<file path="config.mk">
export PLATFORM = sky130hd
export DESIGN_NAME = exllc_coh_resp
export DESIGN_NICKNAME = d
export VERILOG_FILES = /design/src/rtl/exllc_pkg.sv /design/src/rtl/exllc_decide.sv /design/src/rtl/exllc_target_mask.sv /design/src/rtl/exllc_ack_track.sv /design/src/rtl/exllc_coh_resp.sv
export SDC_FILE = /design/constraint.sdc
export NUM_CORES = 1
export LEC_CHECK = 0
export CORE_MARGIN = 3
export CORE_UTILIZATION = 40
export DETAILED_ROUTE_END_ITERATION = 10
export PLACE_DENSITY = 0.73
export SKIP_LAST_GASP = 1
export SLEW_MARGIN = 25
export SYNTH_ARGS = -nofsm -noshare
export SYNTH_HDL_FRONTEND = slang
export SYNTH_HIERARCHICAL = 1
export SYNTH_SLANG_ARGS = --single-unit
</file>
<file path="constraint.sdc">
create_clock -name clk -period 1.8 [get_ports clk]
set_clock_uncertainty 0.05 [all_clocks]
set_input_delay 0.27 -clock clk [delete_from_list [all_inputs] [get_ports clk]]
set_output_delay 0.27 -clock clk [all_outputs]
set_load 0.05 [all_outputs]
</file>
<file path="src/rtl/exllc_pkg.sv">
package exllc_pkg;

  localparam logic [2:0] K_READ  = 3'd0;
  localparam logic [2:0] K_WRITE = 3'd1;
  localparam logic [2:0] K_RELC  = 3'd2;
  localparam logic [2:0] K_RELD  = 3'd3;

  typedef enum logic [1:0] {
    ST_I = 2'd0,
    ST_S = 2'd1,
    ST_E = 2'd2,
    ST_M = 2'd3
  } cstate_e;

  typedef struct packed {
    logic       err;
    logic       bcast;
    logic       invx;
    logic [1:0] grant;
  } verdict_t;

  function automatic verdict_t judge(
    input logic [2:0] kind,
    input logic       hit,
    input logic       inner,
    input logic       pf,
    input logic       pexcl,
    input logic [1:0] cin
  );
    verdict_t v;
    v.err   = 1'b0;
    v.bcast = 1'b0;
    v.invx  = 1'b0;
    v.grant = cin;
    case (kind)
      K_READ: begin
        if (!hit) begin
          if (inner) begin
            v.bcast = 1'b1;
            v.invx  = 1'b1;
            v.grant = ST_S;
          end else begin
            v.grant = ST_E;
          end
        end else if (pf) begin
          v.grant = cin;
        end else if (cin != ST_I) begin
          v.err = 1'b1;
        end else begin
          v.grant = ST_E;
        end
      end
      K_WRITE: begin
        if (!hit) begin
          v.bcast = inner;
          v.grant = ST_M;
        end else if (!pexcl) begin
          v.err = 1'b1;
        end else if (!pf) begin
          v.grant = ST_M;
        end
      end
      K_RELC, K_RELD: begin
        if (!hit) v.err = 1'b1;
        else      v.grant = ST_I;
      end
      default: v.err = 1'b1;
    endcase
    return v;
  endfunction

endpackage

</file>
<file path="src/rtl/exllc_decide.sv">
module exllc_decide
  import exllc_pkg::*;
(
  input  logic [2:0] kind,
  input  logic       hit,
  input  logic       inner,
  input  logic       pf,
  input  logic       pexcl,
  input  logic [1:0] cin,
  output verdict_t   verdict
);
  always_comb verdict = judge(kind, hit, inner, pf, pexcl, cin);
endmodule

</file>
<file path="src/rtl/exllc_target_mask.sv">
module exllc_target_mask #(
  parameter int NCHILD = 4,
  localparam int IDW = (NCHILD > 1) ? $clog2(NCHILD) : 1
) (
  input  logic [IDW-1:0]    self_id,
  output logic [NCHILD-1:0] others
);
  for (genvar g = 0; g < NCHILD; g++) begin : g_bit
    assign others[g] = (self_id != IDW'(g));
  end
endmodule

</file>
<file path="src/rtl/exllc_ack_track.sv">
module exllc_ack_track #(
  parameter int NCHILD = 4
) (
  input  logic              clk,
  input  logic              rst_n,
  input  logic              launch,
  input  logic [NCHILD-1:0] launch_mask,
  input  logic [NCHILD-1:0] ack,
  output logic              done
);
  logic [NCHILD-1:0] pending;
  logic [NCHILD-1:0] remaining;

  assign remaining = pending & ~ack;
  assign done      = (|pending) && (remaining == '0);

  always_ff @(posedge clk) begin
    if (!rst_n)      pending <= '0;
    else if (launch) pending <= launch_mask;
    else             pending <= remaining;
  end

  // outside a launch the pending set can only shrink
  a_r6_pending_shrinks: assert property (@(posedge clk) disable iff (!rst_n)
    !launch |=> ((pending & ~$past(pending)) == '0));
endmodule

</file>
<file path="src/rtl/exllc_coh_resp.sv">
module exllc_coh_resp
  import exllc_pkg::*;
#(
  parameter int NCHILD = 4,
  localparam int IDW = (NCHILD > 1) ? $clog2(NCHILD) : 1
) (
  input  logic              clk,
  input  logic              rst_n,
  input  logic              req_valid,
  output logic              req_ready,
  input  logic [2:0]        req_kind,
  input  logic [IDW-1:0]    req_child,
  input  logic              line_hit,
  input  logic              inner_copy,
  input  logic              prefetch,
  input  logic              parent_excl,
  input  logic [1:0]        child_state,
  output logic              resp_valid,
  output logic [1:0]        resp_state,
  output logic              resp_error,
  output logic              inv_valid,
  output logic              inv_invx,
  output logic [NCHILD-1:0] inv_targets,
  input  logic [NCHILD-1:0] inv_ack
);
  verdict_t          verdict;
  logic [NCHILD-1:0] others;
  logic              accept;
  logic              launch;
  logic              trk_done;
  logic              waiting;
  logic [IDW-1:0]    req_id_q;

  exllc_decide u_decide (
    .kind    (req_kind),
    .hit     (line_hit),
    .inner   (inner_copy),
    .pf      (prefetch),
    .pexcl   (parent_excl),
    .cin     (child_state),
    .verdict (verdict)
  );

  exllc_target_mask #(.NCHILD(NCHILD)) u_mask (
    .self_id (req_child),
    .others  (others)
  );

  assign req_ready = !waiting;
  assign accept    = req_valid && req_ready;
  assign launch    = accept && verdict.bcast && (|others);

  exllc_ack_track #(.NCHILD(NCHILD)) u_track (
    .clk         (clk),
    .rst_n       (rst_n),
    .launch      (launch),
    .launch_mask (others),
    .ack         (inv_ack),
    .done        (trk_done)
  );

  always_ff @(posedge clk) begin
    if (!rst_n) begin
      waiting     <= 1'b0;
      resp_valid  <= 1'b0;
      resp_state  <= ST_I;
      resp_error  <= 1'b0;
      inv_valid   <= 1'b0;
      inv_invx    <= 1'b0;
      inv_targets <= '0;
      req_id_q    <= '0;
    end else begin
      resp_valid <= 1'b0;
      inv_valid  <= 1'b0;
      if (accept) begin
        resp_state <= verdict.grant;
        resp_error <= verdict.err;
        req_id_q   <= req_child;
        if (launch) begin
          waiting     <= 1'b1;
          inv_valid   <= 1'b1;
          inv_invx    <= verdict.invx;
          inv_targets <= others;
        end else begin
          resp_valid <= 1'b1;
        end
      end else if (waiting && trk_done) begin
        waiting    <= 1'b0;
        resp_valid <= 1'b1;
      end
    end
  end

  // every accepted request yields exactly one of response or broadcast next cycle
  a_r2_accept_answers: assert property (@(posedge clk) disable iff (!rst_n)
    accept |=> (resp_valid ^ inv_valid));

  // no response while acknowledgements are still outstanding
  a_r6_no_early_resp: assert property (@(posedge clk) disable iff (!rst_n)
    (waiting && !trk_done) |=> !resp_valid);

  // the requester is never addressed by its own broadcast
  a_r5_requester_excluded: assert property (@(posedge clk) disable iff (!rst_n)
    inv_valid |-> !inv_targets[req_id_q]);

  // a downgrade broadcast is paired with a shared grant
  a_r3_invx_grants_s: assert property (@(posedge clk) disable iff (!rst_n)
    (inv_valid && inv_invx) |-> (resp_state == ST_S));

  // an illegal request never broadcasts and answers with an error
  a_r10_err_no_bcast: assert property (@(posedge clk) disable iff (!rst_n)
    (accept && verdict.err) |=> (!inv_valid && resp_valid && resp_error));

  // a release that hits is answered with I and no error
  a_r7_release_to_i: assert property (@(posedge clk) disable iff (!rst_n)
    (accept && line_hit && (req_kind == K_RELC || req_kind == K_RELD))
      |=> (resp_state == ST_I && !resp_error && !inv_valid));
endmodule

</file>
# [Word level (Yosys, flattened, before mapping)]
# Index checks and enable logic that the tools add are counted.
[word_totals] latch_bits=0 elab_cells=63 in_bits=18 ff_bits=15 output_inout_bits=11 romBits=0 mem_count=0 ramBits=0
[classes] n_lt_le_gt_ge=0 multipliers=0 n_eq_ne=7 muxes=29 div=0 n_shift=0 bitwise=2 reduce_logical=17 add_sub_neg=0
[ops] op="2-to-1 mux 2 bit" count=10
[ops] op="2-to-1 mux 1 bit" count=15
[ops] op="OR reduction 4 bit" count=2
[ops] op="equality test 3 x 2 -> 1 bit (second input constant)" count=2
[ops] op="case mux 2 bit (3 select lines)" count=1
[ops] op="AND reduction 2 bit" count=3
[ops] op="nonzero test 2 bit" count=3
[ops] op="logical AND 1 bit" count=5
[ops] op="bitwise AND 4 bit" count=1
[ops] op="logical NOT 4 bit" count=1
[ops] op="2-to-1 mux 4 bit" count=1
[ops] op="!= test 2 x 1 -> 1 bit (second input constant)" count=2
[ops] op="!= test 2 bit (second input constant)" count=2
[ops] op="NOT 4 bit" count=1
[ops] op="equality test 3 x 1 -> 1 bit (second input constant)" count=1
[ops] op="logical NOT 3 bit" count=1
[ops] op="case mux 1 bit (3 select lines)" count=1
[ops] op="case mux 1 bit (2 select lines)" count=1
[ops] op="OR reduction 2 bit" count=1
[ops] op="logical NOT 1 bit" count=1

# [Depth between registers and ports, before layout]
[logic_depth] ltp_word=7 mapped_depth=7

# [Hierarchy]
# The synthesis kept the hierarchy.
[by_module_without_submodules] mod="exllc_coh_resp" cells_each=44 instances=1 seq_area_each_um2=220.2 area_per_inst_um2=437.9
[by_module_without_submodules] mod="exllc_ack_track" cells_each=23 instances=1 seq_area_each_um2=80.1 area_per_inst_um2=181.4
[by_module_without_submodules] mod="exllc_decide" cells_each=26 instances=1 seq_area_each_um2=0.0 area_per_inst_um2=150.1
[by_module_without_submodules] mod="exllc_target_mask" cells_each=4 instances=1 seq_area_each_um2=0.0 area_per_inst_um2=22.5

# [Worst setup path before layout]
# OpenSTA, ideal clock, no wires.
[synth_timing] kind="input to register" startpoint="input req_child[1]" endpoint="register u_track.pending[1]" t_required_ns=1.635 setup_slack_ns=0.361 arrival_time_ns=1.274 setup_ns=0.115 stages=6 path_cell_list="or2_1 nor4_4 nor2_4 nand2_1 o21ai_0 and2_1"
[synth_between] elab_chain_len=4 elab_cells_between_ends=7 classes_between="eq/ne (3); mux (1); reduce/logical (3)"
[synth_lines] item="from (decl)" line="exllc_coh_resp.sv:12" text="input logic [IDW-1:0] req_child,"
[synth_lines] item="!= test 2 x 1 -> 1 bit (tied with other cells)" line="exllc_target_mask.sv:9" text="assign others[g] = (self_id != IDW'(g));"
[synth_lines] item="OR reduction 4 bit *" line="exllc_coh_resp.sv:51" text="assign launch = accept && verdict.bcast && (|others);"
[synth_lines] item="logical AND 1 bit *" line="exllc_coh_resp.sv:51"
[synth_lines] item="via launch" line="exllc_coh_resp.sv:29" text="logic launch;"
[synth_lines] item="2-to-1 mux 4 bit *" line="exllc_ack_track.sv:19" text="else if (launch) pending <= launch_mask;"
[synth_lines] item="to (signal assigned)" line="exllc_ack_track.sv:19"
[synth_lines] item="to (signal assigned)" line="exllc_ack_track.sv:20" text="else pending <= remaining;"
[synth_lines] item="to (decl)" line="exllc_ack_track.sv:11" text="logic [NCHILD-1:0] pending;"
# The timed path passes the listed nets; every way through them passes the cells marked *.
# A chain may end at the register's enable or synchronous reset.

# [Worst setup path in the final report]
[layout_timing] startpoint="register inv_invx" endpoint="output inv_invx"
[layout_lines] item="from (decl)" line="exllc_coh_resp.sv:22" text="output logic inv_invx,"
[layout_lines] item="from (signal assigned)" line="exllc_coh_resp.sv:82" text="inv_invx <= verdict.invx;"
# No word-level cell between the ends.

==> metrics.yaml <==
detailed_routing:
  routed-via-count: 820
  drtPass1Iterations: 4
  via_per_inst: 4.85
  drt_iter0_markers: 20
  drc: 0
  routedWlPerCell_um: 12.6
  routed_wl_um: 2130
  ant_nets: 0
die:
  design.die.area_um2: 2550
  start_util_pct: 44.0
  row_count: 15
  core_um2: 1800
  die_w_um: 50.5
  ioPinCount: 29
  chipHeight_um: 50.5
power_and_ir_drop:
  p_leak_nw: 0.555
  power.total_uw: 723
  cellPowerDensity_nw_per_um2: 587
  peakVddDrop_uv: 455
timing:
  fmax_ghz: 0.576
  finalHoldViolCount: 0
  hold_ws_ns: 0.428
  rsz0062_at_grt: "false"
  period_needed_ns: 1.74
  timing.final.crit_share_pct: 96.4
  final_max_slew_viol_count: 0
  fin_ws_ns: 0.0644
  max-slew-margin-rel_pct: 66.1
  finalSetupTns_ns: 0
  finalSetupViolCount: 0
  tightest_slew_ns: 0.508
worst_setup_path:
  cp-start-kind: "register"
  crit_type: "reg2out"
  crit_arrival_ns: 1.42
  crit_required_ns: 1.48
  crit_buf_inv: 1
  cp_max_fo: 2
  crit_family: "buffers and inverters"
  max_stage_delay_ns: 0.80
  endpoint_kind: "primary output"
  cp_cell_sequence: "clkdlybuf4s50_1"
  slowest_stage: "clkdlybuf4s50_1"
final_layout:
  area_delta_synth_final_pct: 55.3
  diodes: 0
  final-seq-area_um2: 300
  layout-drive-gt1-share_pct: 22.2
  final_common_cell: "buf_4"
  layout_common_cells: "24 x buf_4, 19 x clkdlybuf4s50_1, 16 x nand2_1"
  multi_input_area_um2: 477
  final_nets: 163
  fill_cells: 160
synth:
  avgSynthCellArea_um2: 8.17
  synth_seq_area_share_pct: 37.9
  ys_warn_count: 6
  syn_area_um2: 792
  ys_types: 28
  synth_ff_type: "dfxtp_1"
  syn-instance-count: 97
  synth_edf_count: 0
  synth-seq-cells: 15
  synthArstFlopShare_pct: 0
  netlist_top_cells_area: "dfxtp_1 38%, nand2_1 7.6%, nand2b_1 6.3%, mux2i_1 5.1%, nor2_1 4.3%"
  syn_nets: 115
  synth_top_area_cell: "dfxtp_1"
  yosys.area.top_type_share_pct: 37.9
global_route:
  grt_max_degree: 15
  grt_pass1_vias: 798
  grt_overflow: 0
  grt_use_total_pct: 18.3
  antenna_found_initial: 0
  grt_pass1_wl_um: 3590
clock_network:
  cts_made_buffers: 3
  cts_tree: "yes"
  cts_root_buf: "clkbuf_4"
  clock_latency_ns: 0.28
  ctsHoldBuffers: 0
  cts_sinks: 15
  cts_max_level: 1
  cts_resized: 0
  postCtsSetupBuffers: 0
  clkTransAtPathRegs_ns: 0.09
  cts_buffer_depth: 2
placed_design:
  gp_congestion: 0.818
  hpwl_um: 1770
  port_buffers: 28
  pre_cts_slack_ns: -0.190
run:
  cap_violations: 0
hold_path:
  hp-class: "reg2reg"
status:
  status: "finished, final reports clean"
-- state kept, by name (all words and copies together) (netlist names) --
| signal | count |
|---|---|
| inv_valid | 1 |
| u_track/pending | 4 |
| inv_targets | 4 |
| resp_state | 2 |
| resp_error | 1 |
| resp_valid | 1 |
| waiting | 1 |
| inv_invx | 1 |
-- Yosys cell counts (all sizes together) (3+ instances only) --
| library cell | instances |
|---|---|
| nor4 | 4 |
| dfxtp | 15 |
| nor2b | 4 |
| o21ai | 8 |
| nor2 | 10 |
| nand2b | 8 |
| mux2i | 4 |
| o22ai | 4 |
| and2 | 5 |
| inv | 3 |
| nand2 | 16 |
-- cell type report --
cell class / count / area share (%)
Multi-Input combinational cell: 78 / 38.8
Inverter: 3 / 0.916
Clock inverter: 1 / 0.407
Clock buffer: 3 / 1.83
Timing Repair Buffer: 44 / 31.1
Tap cell: 25 / 2.54
Sequential cell: 15 / 24.4
-- cells by family (layout without fill, tap and decap cells) --
group,after synthesis,in the layout,share of synthesized area (%)
and+or+nand+nor,54,54,38.9
AOI/OAI and AO/OA,20,20,16.3
DFF,15,15,37.9
muxes,4,4,5.06
buffers and inverters,4,51,1.90
-- layer usage --
metal	vias to the layer above	routed length, um	GRT usage [%]
met4	0	8	4.93
li1	435	-	-
met5	-	0	0
met2	16	1070	32.0
met3	2	91	3.56
met1	367	953	22.7
-- path summary, 6_finish.rpt --
check	from	to	slack, ns	depth (start not counted)
setup reg to reg	waiting	inv_invx	0.59	4
setup / recovery	inv_invx	inv_invx	0.06	1
hold / removal	inv_targets[0]	inv_targets[0]	0.43	2
hold reg to reg	inv_targets[0]	inv_targets[0]	0.43	2
-- where the power goes --
group / internal, mW / switching [mW]
Sequential: 0.342 / 0.00521
Clock: 0.0826 / 0.109
Combinational: 0.0910 / 0.0929
Total: 0.515 / 0.207
-- metrics by stage --
stage	instances	area (um2)	utilization, %
floorplan	97	792	-
global placement	165	1200	66.6
detailed placement	165	1200	66.6
CTS	169	1230	68.1
global route	169	1230	68.3
finish	169	1230	68.3
Power figures use the tool's default switching activity.
